[src/rtl/fir3_pkg.sv]
package fir3_pkg;
  localparam int unsigned NUM_TAPS = 3;
  localparam int unsigned SEL_W    = 2;
endpackage

[src/rtl/fir3_taps.sv]
module fir3_taps #(
  parameter int unsigned DATA_W = 12,
  parameter int unsigned DEPTH  = 3
) (
  input  logic                          clk_i,
  input  logic                          rst_ni,
  input  logic [DATA_W-1:0]             sample_i,
  output logic [DEPTH-1:0][DATA_W-1:0]  taps_o
);
  logic [DEPTH-1:0][DATA_W-1:0] taps_q;

  always_ff @(posedge clk_i or negedge rst_ni) begin
    if (!rst_ni) taps_q[0] <= '0;
    else         taps_q[0] <= sample_i;
  end

  for (genvar k = 1; k < DEPTH; k++) begin : g_shift
    always_ff @(posedge clk_i or negedge rst_ni) begin
      if (!rst_ni) taps_q[k] <= '0;
      else         taps_q[k] <= taps_q[k-1];
    end
  end

  assign taps_o = taps_q;
endmodule

[src/rtl/fir3_coef_bank.sv]
module fir3_coef_bank #(
  parameter int unsigned COEF_W = 12,
  parameter int unsigned DEPTH  = 3,
  parameter int unsigned SEL_W  = 2
) (
  input  logic                          clk_i,
  input  logic                          rst_ni,
  input  logic                          we_i,
  input  logic [SEL_W-1:0]              sel_i,
  input  logic [COEF_W-1:0]             data_i,
  output logic [DEPTH-1:0][COEF_W-1:0]  coef_o
);
  logic [DEPTH-1:0][COEF_W-1:0] coef_q;
  logic [DEPTH-1:0]             hit;

  // Selector values at or above DEPTH match no slot.
  for (genvar k = 0; k < DEPTH; k++) begin : g_slot
    assign hit[k] = we_i && (sel_i == SEL_W'(k));

    always_ff @(posedge clk_i or negedge rst_ni) begin
      if (!rst_ni)     coef_q[k] <= '0;
      else if (hit[k]) coef_q[k] <= data_i;
    end
  end

  assign coef_o = coef_q;
endmodule

[src/rtl/fir3_mac.sv]
module fir3_mac #(
  parameter int unsigned DATA_W = 12,
  parameter int unsigned COEF_W = 12,
  parameter int unsigned DEPTH  = 3,
  parameter int unsigned OUT_W  = 12
) (
  input  logic [DEPTH-1:0][DATA_W-1:0] taps_i,
  input  logic [DEPTH-1:0][COEF_W-1:0] coef_i,
  output logic [OUT_W-1:0]             y_o
);
  localparam int unsigned PROD_W = DATA_W + COEF_W;
  localparam int unsigned SUM_W  = PROD_W + $clog2(DEPTH + 1);
  localparam logic [SUM_W-1:0] MAX_OUT = SUM_W'({OUT_W{1'b1}});

  logic [DEPTH-1:0][PROD_W-1:0] prod;
  logic [DEPTH-1:0][SUM_W-1:0]  part;

  for (genvar k = 0; k < DEPTH; k++) begin : g_mul
    assign prod[k] = PROD_W'(taps_i[k]) * PROD_W'(coef_i[k]);
  end

  assign part[0] = SUM_W'(prod[0]);
  for (genvar k = 1; k < DEPTH; k++) begin : g_add
    assign part[k] = part[k-1] + SUM_W'(prod[k]);
  end

  always_comb begin
    if (part[DEPTH-1] > MAX_OUT) y_o = {OUT_W{1'b1}};
    else                         y_o = part[DEPTH-1][OUT_W-1:0];
  end
endmodule

[src/rtl/fir3_filter.sv]
module fir3_filter #(
  parameter int unsigned DATA_W = 12,
  parameter int unsigned COEF_W = 12,
  parameter int unsigned OUT_W  = 12
) (
  input  logic                       clk_i,
  input  logic                       rst_ni,
  input  logic [DATA_W-1:0]          sample_i,
  input  logic                       coef_we_i,
  input  logic [fir3_pkg::SEL_W-1:0] coef_sel_i,
  input  logic [COEF_W-1:0]          coef_i,
  output logic [OUT_W-1:0]           y_o
);
  import fir3_pkg::*;

  logic [NUM_TAPS-1:0][DATA_W-1:0] taps;
  logic [NUM_TAPS-1:0][COEF_W-1:0] coefs;
  logic [OUT_W-1:0]                y_d;
  logic [OUT_W-1:0]                y_q;

  fir3_taps #(.DATA_W(DATA_W), .DEPTH(NUM_TAPS)) u_taps (
    .clk_i   (clk_i),
    .rst_ni  (rst_ni),
    .sample_i(sample_i),
    .taps_o  (taps)
  );

  fir3_coef_bank #(.COEF_W(COEF_W), .DEPTH(NUM_TAPS), .SEL_W(SEL_W)) u_coef (
    .clk_i (clk_i),
    .rst_ni(rst_ni),
    .we_i  (coef_we_i),
    .sel_i (coef_sel_i),
    .data_i(coef_i),
    .coef_o(coefs)
  );

  fir3_mac #(.DATA_W(DATA_W), .COEF_W(COEF_W), .DEPTH(NUM_TAPS), .OUT_W(OUT_W)) u_mac (
    .taps_i(taps),
    .coef_i(coefs),
    .y_o   (y_d)
  );

  always_ff @(posedge clk_i or negedge rst_ni) begin
    if (!rst_ni) y_q <= '0;
    else         y_q <= y_d;
  end

  assign y_o = y_q;
endmodule

[config.mk]
export PLATFORM = sky130hd
export DESIGN_NAME = fir3_filter
export DESIGN_NICKNAME = d
export VERILOG_FILES = /design/src/rtl/fir3_pkg.sv /design/src/rtl/fir3_taps.sv /design/src/rtl/fir3_coef_bank.sv /design/src/rtl/fir3_mac.sv /design/src/rtl/fir3_filter.sv
export SDC_FILE = /design/constraint.sdc
export NUM_CORES = 1
export LEC_CHECK = 0
export BUFFER_PORTS_ARGS = -buffer_cell sky130_fd_sc_hd__buf_2
export CAP_MARGIN = 0
export CORE_ASPECT_RATIO = 1.1
export CORE_MARGIN = 2
export CORE_UTILIZATION = 57
export CTS_CLUSTER_SIZE = 28
export DETAILED_ROUTE_END_ITERATION = 10
export PLACE_DENSITY = 0.83
export SYNTH_ARGS = -nofsm -noshare
export SYNTH_HDL_FRONTEND = slang
export SYNTH_SLANG_ARGS = --single-unit
[constraint.sdc]
create_clock -name clk_i -period 13.7 [get_ports clk_i]
set_input_delay 1.37 -clock clk_i [delete_from_list [all_inputs] [get_ports clk_i]]
set_output_delay 1.37 -clock clk_i [all_outputs]
set_load 0.02 [all_outputs]
* Word level (Yosys, flattened, before mapping)
Index checks and enable logic that the tools add are counted. Widths: inputs -> output; s select.
Operators by class: add/sub/neg operators 2, $mul 3, magnitude comparators 1, eq/ne operators 2, mux-type cells 1, reduce and logical (&&, ||, !) cells 4
Operators by type and width (number):
- $mul 12x12->24 | 3
- $add 26x24->26 | 1
- $gt 26x12->1 const B | 1
- $add 24x24->25 | 1
- $mux 12 | 1
- $logic_and 1x1->1 | 3
- $eq 2x1->1 const B | 1
- $eq 2x2->1 const B | 1
- $logic_not 2->1 | 1
Word-level totals: register bits 84, input bits 29, output and inout port bits 12, logic and storage cells 20

* Depth between registers and ports, before layout
Gate-level depths: netlist of the first run.
depth after elaboration 5, depth in mapped cells 40

* Hierarchy
From an unflattened synthesis of the first run, not the netlist that was laid out.
Second synthesis, totals: cells, all modules 1888, area, all modules 18078.6 um2
By module, submodules not included:
- fir3_mac | instances 1, cells each 1762, area each 15521.1 um2
- fir3_coef_bank | instances 1, cells each 78, area each 1356.3 um2
- fir3_taps | instances 1, cells each 36, area each 900.9 um2
- fir3_filter | instances 1, cells each 12, area each 300.3 um2

* Worst setup path after synthesis of the first run
OpenSTA, ideal clock, no wires.
path kind reg2reg, start point reg u_taps.taps_q, in the netlist u_taps.taps_o[8], end point reg y_q[10], in the netlist y_o[10], setup time 0.139 ns, data arrival time 9.891 ns, data required time 13.561 ns, setup slack 3.671 ns, stages on the path, launching flop included 36, path buffers 1, path through dfrtp_1 > clkbuf_1 > nand2_1 > fa_1 > inv_1 > fa_1 > inv_1 > fa_1 > fa_1 > inv_1 > fa_1 > fa_1 > inv_1 > fa_1 > inv_1 > ha_1 > a2111oi_0 > nor4b_1 > nor2_1 > xor2_1 > fa_1 > inv_1 > fa_1 > fa_1 > fa_1 > inv_1 > ha_1 > nand2_1 > o21a_1 > nor4b_2 > a21o_1 > o21ai_2 > nand3_1 > mux2_4 > nor4b_4 > nand2_1
On the way: word-level cells in the longest chain between the ends 5
RTL lines:
- start: declaration | line fir3_taps.sv:10 | logic [DEPTH-1:0][DATA_W-1:0] taps_q;
- $mul 12x12->24 * | line fir3_mac.sv:19 | assign prod[k] = PROD_W'(taps_i[k]) * PROD_W'(coef_i[k]);
- $add 24x24->25 * | line fir3_mac.sv:24 | assign part[k] = part[k-1] + SUM_W'(prod[k]);
- $add 26x24->26 * | line fir3_mac.sv:24
- $gt 26x12->1 | line fir3_mac.sv:28 | if (part[DEPTH-1] > MAX_OUT) y_o = {OUT_W{1'b1}};
- $mux 12 * | line fir3_mac.sv:28
- net u_mac.y_o[10] | line fir3_mac.sv:9 | output logic [OUT_W-1:0] y_o
- end signal: assignment | line fir3_filter.sv:45 | else y_q <= y_d;
- end: declaration | line fir3_filter.sv:19 | logic [OUT_W-1:0] y_q;
The timed path passes the listed nets; every way through them passes the cells marked *. A chain may end at the register's enable or synchronous reset.

* Final worst setup path of the first run
start point reg u_taps.taps_q, in the netlist u_taps.taps_o[4], end point reg y_q[0], in the netlist y_o[0]
On the way: word-level cells in the longest chain between the ends 5
RTL lines (line):
- $mul 12x12->24 | fir3_mac.sv:19
- $add 24x24->25 | fir3_mac.sv:24
- $add 26x24->26 | fir3_mac.sv:24
- $gt 26x12->1 | fir3_mac.sv:28
- $mux 12 | fir3_mac.sv:28
- net u_mac.y_o[0] | fir3_mac.sv:9
The timed path passes the listed nets, and every way through them passes these cells.

==> results of run 1 <==
[flip-flops by register name, summed over array words and instances, names as in the netlist]
register and flops:
y_o 12, u_coef.coef_o 36, u_taps.taps_o 36
[worst register-to-register path: cells and delay by family, from the launching register on]
kind            cells  cell delay (ns)
buf+inv             6             0.29
flops               1             0.58
compound gates      4             1.49
simple gates        7             1.94
xor+xnor            2             0.32
fa+ha+maj          13             6.23
[synth_stat cells (all sizes together) (2+ instances only)]
cell,number
nor2,24
o2111ai,2
buf,3
o211ai,4
fa,366
mux2,37
clkbuf,72
o21bai,5
or3,3
a211oi,7
nor2b,4
nand4,4
dfrtp,84
o21ai,26
nor3,2
xor2,14
and2,188
xnor2,18
nand2,269
o21a,7
nor4b,3
inv,456
nand3,9
ha,176
nand3b,3
o31ai,4
a21oi,32
a31oi,4
a21o,13
nand2b,15
a211o,2
nor4,5
[kinds of logic after synthesis]
| family | Yosys count |
|---|---|
| AO/OA/AOI/OAI | 113 |
| XOR/XNOR | 32 |
| adder cells (fa/ha/maj) | 542 |
| buffers and inverters | 531 |
| flip-flops | 84 |
| multiplexers | 38 |
| AND/OR/NAND/NOR | 534 |
[per-stage QoR]
stage	cell area, um2	worst slack [ns]	cells
floorplan	17700	3.67	1874
global placement	18200	3.16	2254
detailed placement	18200	2.74	2254
CTS	18500	2.71	2270
global route	18500	2.03	2271
finish	18500	2.70	2272
[placed cells by master, fill, tap and decap left out, drive strengths merged, types with 24 or more instances in the layout]
cell and n:
and2 188, mux2 37, ha 176, a21oi 32, nand2 269, nor2 24
o21ai 26, dfrtp 84, fa 366, inv 458, buf 41
[layer usage]
layer  routed length (um)  global-route usage  part of all wire  vias up
met5                   24                   0           0.00056        -
met4                 2270               0.137             0.053        4
met3                 2890              0.0541             0.068      138
met2                21400               0.483              0.50      514
met1                16100               0.347              0.38     6361
li1                     -                   -                 -     5484
[path summary, 6_finish.rpt]
| check | start | to | slack (ns) |
|---|---|---|---|
| max | u_taps.taps_o[4]$_DFF_PN0_ | y_o[0]$_DFF_PN0_ | 2.70 |
| min | u_taps.taps_o[15]$_DFF_PN0_ | u_taps.taps_o[27]$_DFF_PN0_ | 0.62 |
| max reg2reg | u_taps.taps_o[4]$_DFF_PN0_ | y_o[0]$_DFF_PN0_ | 2.70 |
| min reg2reg | u_taps.taps_o[15]$_DFF_PN0_ | u_taps.taps_o[27]$_DFF_PN0_ | 0.62 |
| max in group asynchronous | rst_ni | u_coef.coef_o[17]$_DFFE_PN0P_ | 11.66 |
| min in group asynchronous | rst_ni | u_coef.coef_o[35]$_DFFE_PN0P_ | 1.01 |
[area by class of cell]
| type | instances | area (um2) | share of cell area |
|---|---|---|---|
| multi-input combinational | 1259 | 13600 | 0.737 |
| sequential | 84 | 2100 | 0.114 |
| inverter | 456 | 1710 | 0.0925 |
| tap | 414 | 518 | 0.0280 |
| clock buffer | 9 | 225 | 0.0122 |
| timing repair buffer | 41 | 210 | 0.0114 |
| clock inverter | 7 | 98.8 | 0.00534 |
| antenna | 2 | 5.00 | 0.000271 |
==> results.json, run 1 <==
{
  "rows": 67,
  "cp-start-kind": "flip-flop",
  "synth.avg_cell_area_um2": 9.45,
  "fin_crit_ns": 11.00,
  "cts_buffers": 9,
  "hold_violations": 0,
  "io_buffer_count": 40,
  "grt_pass1_vias": 13900,
  "fin_setup_tns_ns": 0,
  "max_stage_delay_ns": 0.58,
  "cts_tree": "yes",
  "ys_seq_elements": 84,
  "initial_core_util": 0.581,
  "ant_nets": 0,
  "fmax_mhz": 90.9,
  "fillers": 2544,
  "vias": 12500,
  "grt.overflow.total": 0,
  "crit_family": "adder cells",
  "boundaryPins": 41,
  "tightest_slew_ns": 1.18,
  "worstPathArrival_ns": 11.21,
  "drt_pass1_iterations": 5,
  "ctsHoldBuffers": 0,
  "critPathRequiredTime_ns": 13.91,
  "yosysTopAreaCell": "fa_1",
  "slew_viol_final": 0,
  "min_period_over_period": 0.803,
  "yosys_warnings": 0,
  "ys_types": 53,
  "fp.dieH_um": 189,
  "reg2reg_depth": 32,
  "area_growth_pct": 4.41,
  "drtIter0Drc": 877,
  "clk_pin_slew_ns": 0.07,
  "grt_usage": 0.284,
  "drive_gt1_frac": 0.0566,
  "rsz0062_at_grt": "no",
  "wirelength_um": 42700,
  "crit_buf_inv": 6,
  "finalSetupViolCount": 0,
  "status": "complete, no violations",
  "synth-simple-area-share": 0.149,
  "hold_path_depth": 0,
  "synth_fa_ha_area_frac": 0.538,
  "dieArea_mm2": 0.0325,
  "nets": 2422,
  "grt_pass1_wl_um": 70200,
  "hold_ws_ns": 0.620,
  "max_slew_margin": 0.211,
  "crit_cells": 32,
  "skew_ns": 0.00950,
  "yosys-top-cells-area": "fa_1 (41%), ha_1 (12%), dfrtp_1 (12%), inv_1 (9.7%), and2_1 (6.6%)",
  "synth_compound_area_frac": 0.0420,
  "netlist_area_mm2": 0.0177,
  "synthFlopType": "dfrtp_1",
  "cp-end-kind": "flip-flop",
  "antenna_found_initial": 4,
  "htreeDepth": 3,
  "slowest_stage": "dfrtp_1",
  "clockBufferDepth": 2,
  "synth.mux.area_fraction": 0.0243,
  "seq_area_frac_synth": 0.119,
  "synth_enable_flop_cells": 0,
  "cts_sinks": 84,
  "insertion_delay_ns": 0.36,
  "drv_cap": 0,
  "path_class": "reg2reg",
  "die_w_um": 172,
  "crit_path_max_fanout": 13,
  "remaining_drc_errors": 0,
  "cts_resized": 0,
  "wire_per_inst_um": 18.8,
  "core_area_mm2": 0.0305,
  "vias_per_cell": 5.50,
  "dp_hpwl_um": 36400,
  "async_reset_ff_frac": 1.00,
  "final_core_util": 0.606,
  "synth.top_cell.area_share": 0.414,
  "cts_root_buf": "clkbuf_16",
  "synth_xor_area_frac": 0.0158,
  "min_path_type": "reg2reg",
  "timing.critical_path.mode_cell": "fa_1",
  "synth_top_family_by_area": "adder cells",
  "post_cts_buffers": 0,
  "synth_nets": 2445,
  "routabilityCongestion": 0.938,
  "grt_max_degree": 47,
  "postSynthCellCount": 1874
}
Power of run 1 is not shown: default switching activity piles up to over one toggle a cycle in this logic, so the estimate is an artifact.
==> run 2: changes to the inputs <==
--- a/config.mk
+++ b/config.mk
@@ -12,7 +12,7 @@
 export CORE_UTILIZATION = 57
 export CTS_CLUSTER_SIZE = 28
 export DETAILED_ROUTE_END_ITERATION = 10
-export PLACE_DENSITY = 0.83
+export PLACE_DENSITY = 0.86
 export SYNTH_ARGS = -nofsm -noshare
 export SYNTH_HDL_FRONTEND = slang
 export SYNTH_SLANG_ARGS = --single-unit
==> constraint.sdc (replaced) <==
create_clock -name clk_i -period 10.1 [get_ports clk_i]
set_input_delay 1.01 -clock clk_i [delete_from_list [all_inputs] [get_ports clk_i]]
set_output_delay 1.01 -clock clk_i [all_outputs]
set_load 0.02 [all_outputs]
==> run 2 against run 1 <==
Flip-flop and latch count unchanged. Die area is the same. Clock skew grew 0.0015 ns. Count of clock-buffer cells in the layout stayed put. First-iteration DRC count up 19%. Critical path depth up 2. Setup slack got worse by 2.7 ns. Non-clock buffer count rose by 82. Sequential share of layout area is 0.49 points lower.
==> results.json, run 2 (synthesis gave the netlist of run 1 again) <==
{
  "finalSetupViolCount": 0,
  "hold_ws_ns": 0.435,
  "drive_gt1_frac": 0.118,
  "ant_nets": 0,
  "fmax_mhz": 99.1,
  "rsz0062_at_grt": "yes",
  "path_class": "reg2reg",
  "dp_hpwl_um": 37500,
  "min_period_over_period": 0.999,
  "fp.dieH_um": 189,
  "cts_buffers": 9,
  "slowest_stage": "fa_2",
  "grt.busiest_layer": "met2",
  "reg2reg_depth": 34,
  "hold_violations": 0,
  "htreeDepth": 3,
  "grt_max_degree": 81,
  "max_stage_delay_ns": 0.59,
  "worstPathArrival_ns": 10.34,
  "area_growth_pct": 9.35,
  "cp-end-kind": "flip-flop",
  "grt.overflow.total": 0,
  "met1_usage": 0.357,
  "vias_per_cell": 5.58,
  "drtIter0Drc": 1047,
  "max_slew_margin": 0.143,
  "fin_setup_tns_ns": 0,
  "setup_ws_ns": 0.0137,
  "final_cell_mix": "inv_1 (450), fa_1 (361), nand2_1 (267)",
  "timing.critical_path.mode_cell": "fa_1",
  "critPathRequiredTime_ns": 10.35,
  "met2_usage": 0.487,
  "initial_core_util": 0.581,
  "io_buffer_count": 40,
  "grt_pass1_vias": 14400,
  "multi_input_area_mm2": 0.0139,
  "cts_root_buf": "clkbuf_16",
  "wire_per_inst_um": 19.0,
  "cp-start-kind": "flip-flop",
  "cts_sinks": 84,
  "final_common_cell": "inv_1",
  "drv_cap": 0,
  "place_ws_ns": -0.212,
  "antenna_found_initial": 2,
  "die_w_um": 172,
  "nets": 2504,
  "status": "complete, no violations",
  "cts_tree": "yes",
  "fillers": 2313,
  "grt_usage": 0.290,
  "drt_pass1_iterations": 5,
  "crit_path_max_fanout": 5,
  "boundaryPins": 41,
  "slew_viol_final": 0,
  "remaining_drc_errors": 0,
  "tightest_slew_ns": 1.28,
  "clk_pin_slew_ns": 0.07,
  "clockBufferDepth": 2,
  "grt_pass1_wl_um": 71900,
  "fin_crit_ns": 10.09,
  "insertion_delay_ns": 0.37,
  "vias": 13100,
  "min_path_type": "in2async",
  "rows": 67,
  "skew_ns": 0.0110,
  "dieArea_mm2": 0.0325,
  "wirelength_um": 44700,
  "core_area_mm2": 0.0305,
  "seq_area_mm2": 0.00211,
  "grt_use_met3": 0.0604,
  "routabilityCongestion": 0.953
}
[run 2: area by class of cell]
cell class / count / area share
multi-input combinational: 1259 / 0.716
clock buffer: 9 / 0.0116
clock inverter: 7 / 0.00413
sequential: 84 / 0.109
inverter: 456 / 0.0884
antenna: 2 / 0.000258
tap: 414 / 0.0267
timing repair buffer: 123 / 0.0442
[run 2: what timing repair did]
item / in CTS / in global routing
gates cloned: 0 / 1
endpoints found under the setup margin: 12 / 12
resized for setup: 5 / 58
setup buffers: 1 / 6
pin swaps: 0 / 27
hold buffers: 0 / 0
[run 2: worst max-delay path, delay by kind of cell, from the launching register on]
| kind | cells | cell delay, ns |
|---|---|---|
| AO/OA/AOI/OAI | 6 | 1.24 |
| XOR/XNOR | 2 | 0.24 |
| adder cells (fa/ha/maj) | 13 | 6.12 |
| buffers and inverters | 7 | 0.66 |
| flip-flops | 1 | 0.43 |
| AND/OR/NAND/NOR | 6 | 1.27 |
[run 2: stage by stage]
stage | area [um2] | util | std cells
3_5_place_dp | 18700 | 0.614 | 2328
4_1_cts | 19100 | 0.625 | 2345
2_1_floorplan | 17700 | - | 1874
3_3_place_gp | 18700 | 0.614 | 2328
5_1_grt | 19400 | 0.635 | 2354
6_report | 19400 | 0.635 | 2354
[run 2: final timing paths]
kind / end / slack (ns) / start
worst max-delay path: y_o[10]$_DFF_PN0_ / 0.01 / u_coef.coef_o[3]$_DFFE_PN0P_
worst min-delay path: u_coef.coef_o[22]$_DFFE_PN0P_ / 0.43 / rst_ni
worst max register to register: y_o[10]$_DFF_PN0_ / 0.01 / u_coef.coef_o[3]$_DFFE_PN0P_
worst min register to register: u_taps.taps_o[12]$_DFF_PN0_ / 0.59 / u_taps.taps_o[0]$_DFF_PN0_
max in group asynchronous: u_coef.coef_o[5]$_DFFE_PN0P_ / 8.34 / rst_ni
min in group clk_i: u_taps.taps_o[12]$_DFF_PN0_ / 0.59 / u_taps.taps_o[0]$_DFF_PN0_
[run 2: per-layer routing]
layer / wire length, um / vias up
met5: 0 / -
met1: 16200 / 6697
li1: - / 5647
met4: 2340 / 0
met3: 3660 / 154
met2: 22500 / 649
Power of run 2 is left out for the same reason.
==> run 3: changes to the inputs <==
--- a/config.mk
+++ b/config.mk
@@ -13,6 +13,7 @@
 export CTS_CLUSTER_SIZE = 28
 export DETAILED_ROUTE_END_ITERATION = 10
 export PLACE_DENSITY = 0.86
+export RECOVER_POWER = 25
 export SYNTH_ARGS = -nofsm -noshare
 export SYNTH_HDL_FRONTEND = slang
 export SYNTH_SLANG_ARGS = --single-unit
==> run 3 against run 2 <==
Die area stayed put. Clock skew is 0.00056 ns higher. Routed wire length is 0.15% lower. Count of clock-buffer cells in the layout stayed put. Utilization is 0.053 points lower. Critical path depth stayed put. Worst hold slack better by 0.054 ns. Non-clock buffer count stayed put. Cell count stayed put. Global-route usage stayed put. Via count is 0.58% lower. Setup slack hardly changed. Critical path type unchanged.
==> results.json, run 3 (synthesis gave the netlist of run 1 again) <==
{
  "clockBufferDepth": 2,
  "max_slew_margin": 0.142,
  "fin_setup_tns_ns": 0,
  "nets": 2504,
  "crit_path_max_fanout": 5,
  "vias_per_cell": 5.55,
  "fin_crit_ns": 10.09,
  "fmax_mhz": 99.1,
  "grt_usage": 0.290,
  "r2r_end": "y_o[3]$_DFF_PN0_",
  "place_ws_ns": -0.212,
  "drive_gt1_frac": 0.116,
  "cts_tree": "yes",
  "die_w_um": 172,
  "boundaryPins": 41,
  "placedInstanceArea_mm2": 0.0187,
  "cp-start-kind": "flip-flop",
  "design_area_mm2": 0.0194,
  "insertion_delay_ns": 0.37,
  "antenna_found_initial": 2,
  "htreeDepth": 3,
  "seq_area_mm2": 0.00210,
  "timing.critical_path.mode_cell": "fa_1",
  "wire_per_inst_um": 19.0,
  "grt.overflow.total": 0,
  "initial_core_util": 0.581,
  "drt_pass1_iterations": 6,
  "slew_viol_final": 0,
  "finalSetupViolCount": 0,
  "cts_sinks": 84,
  "wirelength_um": 44700,
  "status": "complete, no violations",
  "drv_cap": 0,
  "grt_pass1_wl_um": 71900,
  "max_stage_delay_ns": 0.59,
  "final_common_cell": "inv_1",
  "worstPathArrival_ns": 10.34,
  "rows": 67,
  "cts_root_buf": "clkbuf_16",
  "final_cell_mix": "inv_1 (450), fa_1 (361), nand2_1 (267)",
  "r2r-start": "u_coef.coef_o[3]$_DFFE_PN0P_",
  "vias": 13100,
  "routabilityCongestion": 0.953,
  "slowest_stage": "fa_2",
  "fp.dieH_um": 189,
  "min_period_over_period": 0.999,
  "skew_ns": 0.0115,
  "io_buffer_count": 40,
  "path_class": "reg2reg",
  "multi_input_area_mm2": 0.0139,
  "setup_ws_ns": 0.0134,
  "min_path_type": "in2async",
  "ff2ff_setup_slack_ns": 0.01,
  "ant_nets": 0,
  "tightest_slew_ns": 1.28,
  "drtIter0Drc": 983,
  "grt_max_degree": 81,
  "clk_pin_slew_ns": 0.07,
  "worstSetupStartpoint": "u_coef.coef_o[3]$_DFFE_PN0P_",
  "cts_buffers": 9,
  "rsz0062_at_grt": "yes",
  "hold_ws_ns": 0.488,
  "critPathRequiredTime_ns": 10.36,
  "remaining_drc_errors": 0,
  "reg2reg_depth": 34,
  "fillers": 2320,
  "dieArea_mm2": 0.0325,
  "dp_hpwl_um": 37500,
  "cp-end-kind": "flip-flop",
  "crit_end": "y_o[3]$_DFF_PN0_",
  "grt_pass1_vias": 14400,
  "core_area_mm2": 0.0305,
  "hold_violations": 0,
  "area_growth_pct": 9.26
}
run 3: changes by cell type in the layout (fill, tap and decap cells not counted):
cell,change
dfrtp_2,-1
clkbuf_1,+4
buf_4,-4
dfrtp_1,+1
run 3: worst min-delay path by stage:
stage / from / endpoint / slack [ns] / cells after the start
after floorplan: u_taps.taps_o[8]$_DFF_PN0_ / u_taps.taps_o[20]$_DFF_PN0_ / 0.38 / 0
after detailed placement: u_taps.taps_o[0]$_DFF_PN0_ / u_taps.taps_o[12]$_DFF_PN0_ / 0.55 / 1
after CTS: rst_ni / u_taps.taps_o[34]$_DFF_PN0_ / 0.43 / 1
after global placement: u_coef.coef_o[0]$_DFFE_PN0P_ / u_coef.coef_o[0]$_DFFE_PN0P_ / 0.53 / 1
after global routing: rst_ni / u_coef.coef_o[22]$_DFFE_PN0P_ / 0.50 / 1
final: rst_ni / u_coef.coef_o[22]$_DFFE_PN0P_ / 0.49 / 1
run 3: critical path, delay by kind of cell, from the launching register on:
family          cells  cell delay, ns
flops               1            0.43
fa+ha+maj          13            6.12
buf+inv             7            0.65
compound gates      6            1.25
simple gates        6            1.28
xor+xnor            2            0.24
run 3: routing by layer:
layer / global-route usage / vias to the layer above / share of wire
met4: 0.140 / 0 / 0.054
met5: 0 / - / 0
met2: 0.487 / 592 / 0.50
met3: 0.0604 / 155 / 0.076
met1: 0.357 / 6683 / 0.37
li1: - / 5641 / -
run 3: repair_timing:
item | in CTS | in global routing
setup endpoints to repair | 12 | 12
hold buffers | 0 | 0
cloned | 0 | 1
buffers inserted | 1 | 6
pin swaps | 0 | 27
gates resized for setup | 5 | 58
run 3: through the flow:
step / utilization / cells
final: 0.634 / 2354
after global routing: 0.634 / 2354
after CTS: 0.625 / 2345
after detailed placement: 0.614 / 2328
after global placement: 0.614 / 2328
after floorplan: - / 1874
run 3: layout make-up:
| cell class | count | area share |
|---|---|---|
| Antenna cell | 2 | 0.000259 |
| Clock buffer | 9 | 0.0116 |
| Sequential cell | 84 | 0.109 |
| Multi-Input combinational cell | 1259 | 0.717 |
| Timing Repair Buffer | 123 | 0.0435 |
| Inverter | 456 | 0.0884 |
| Tap cell | 414 | 0.0268 |
| Clock inverter | 7 | 0.00414 |
Power of run 3 is left out for the same reason.
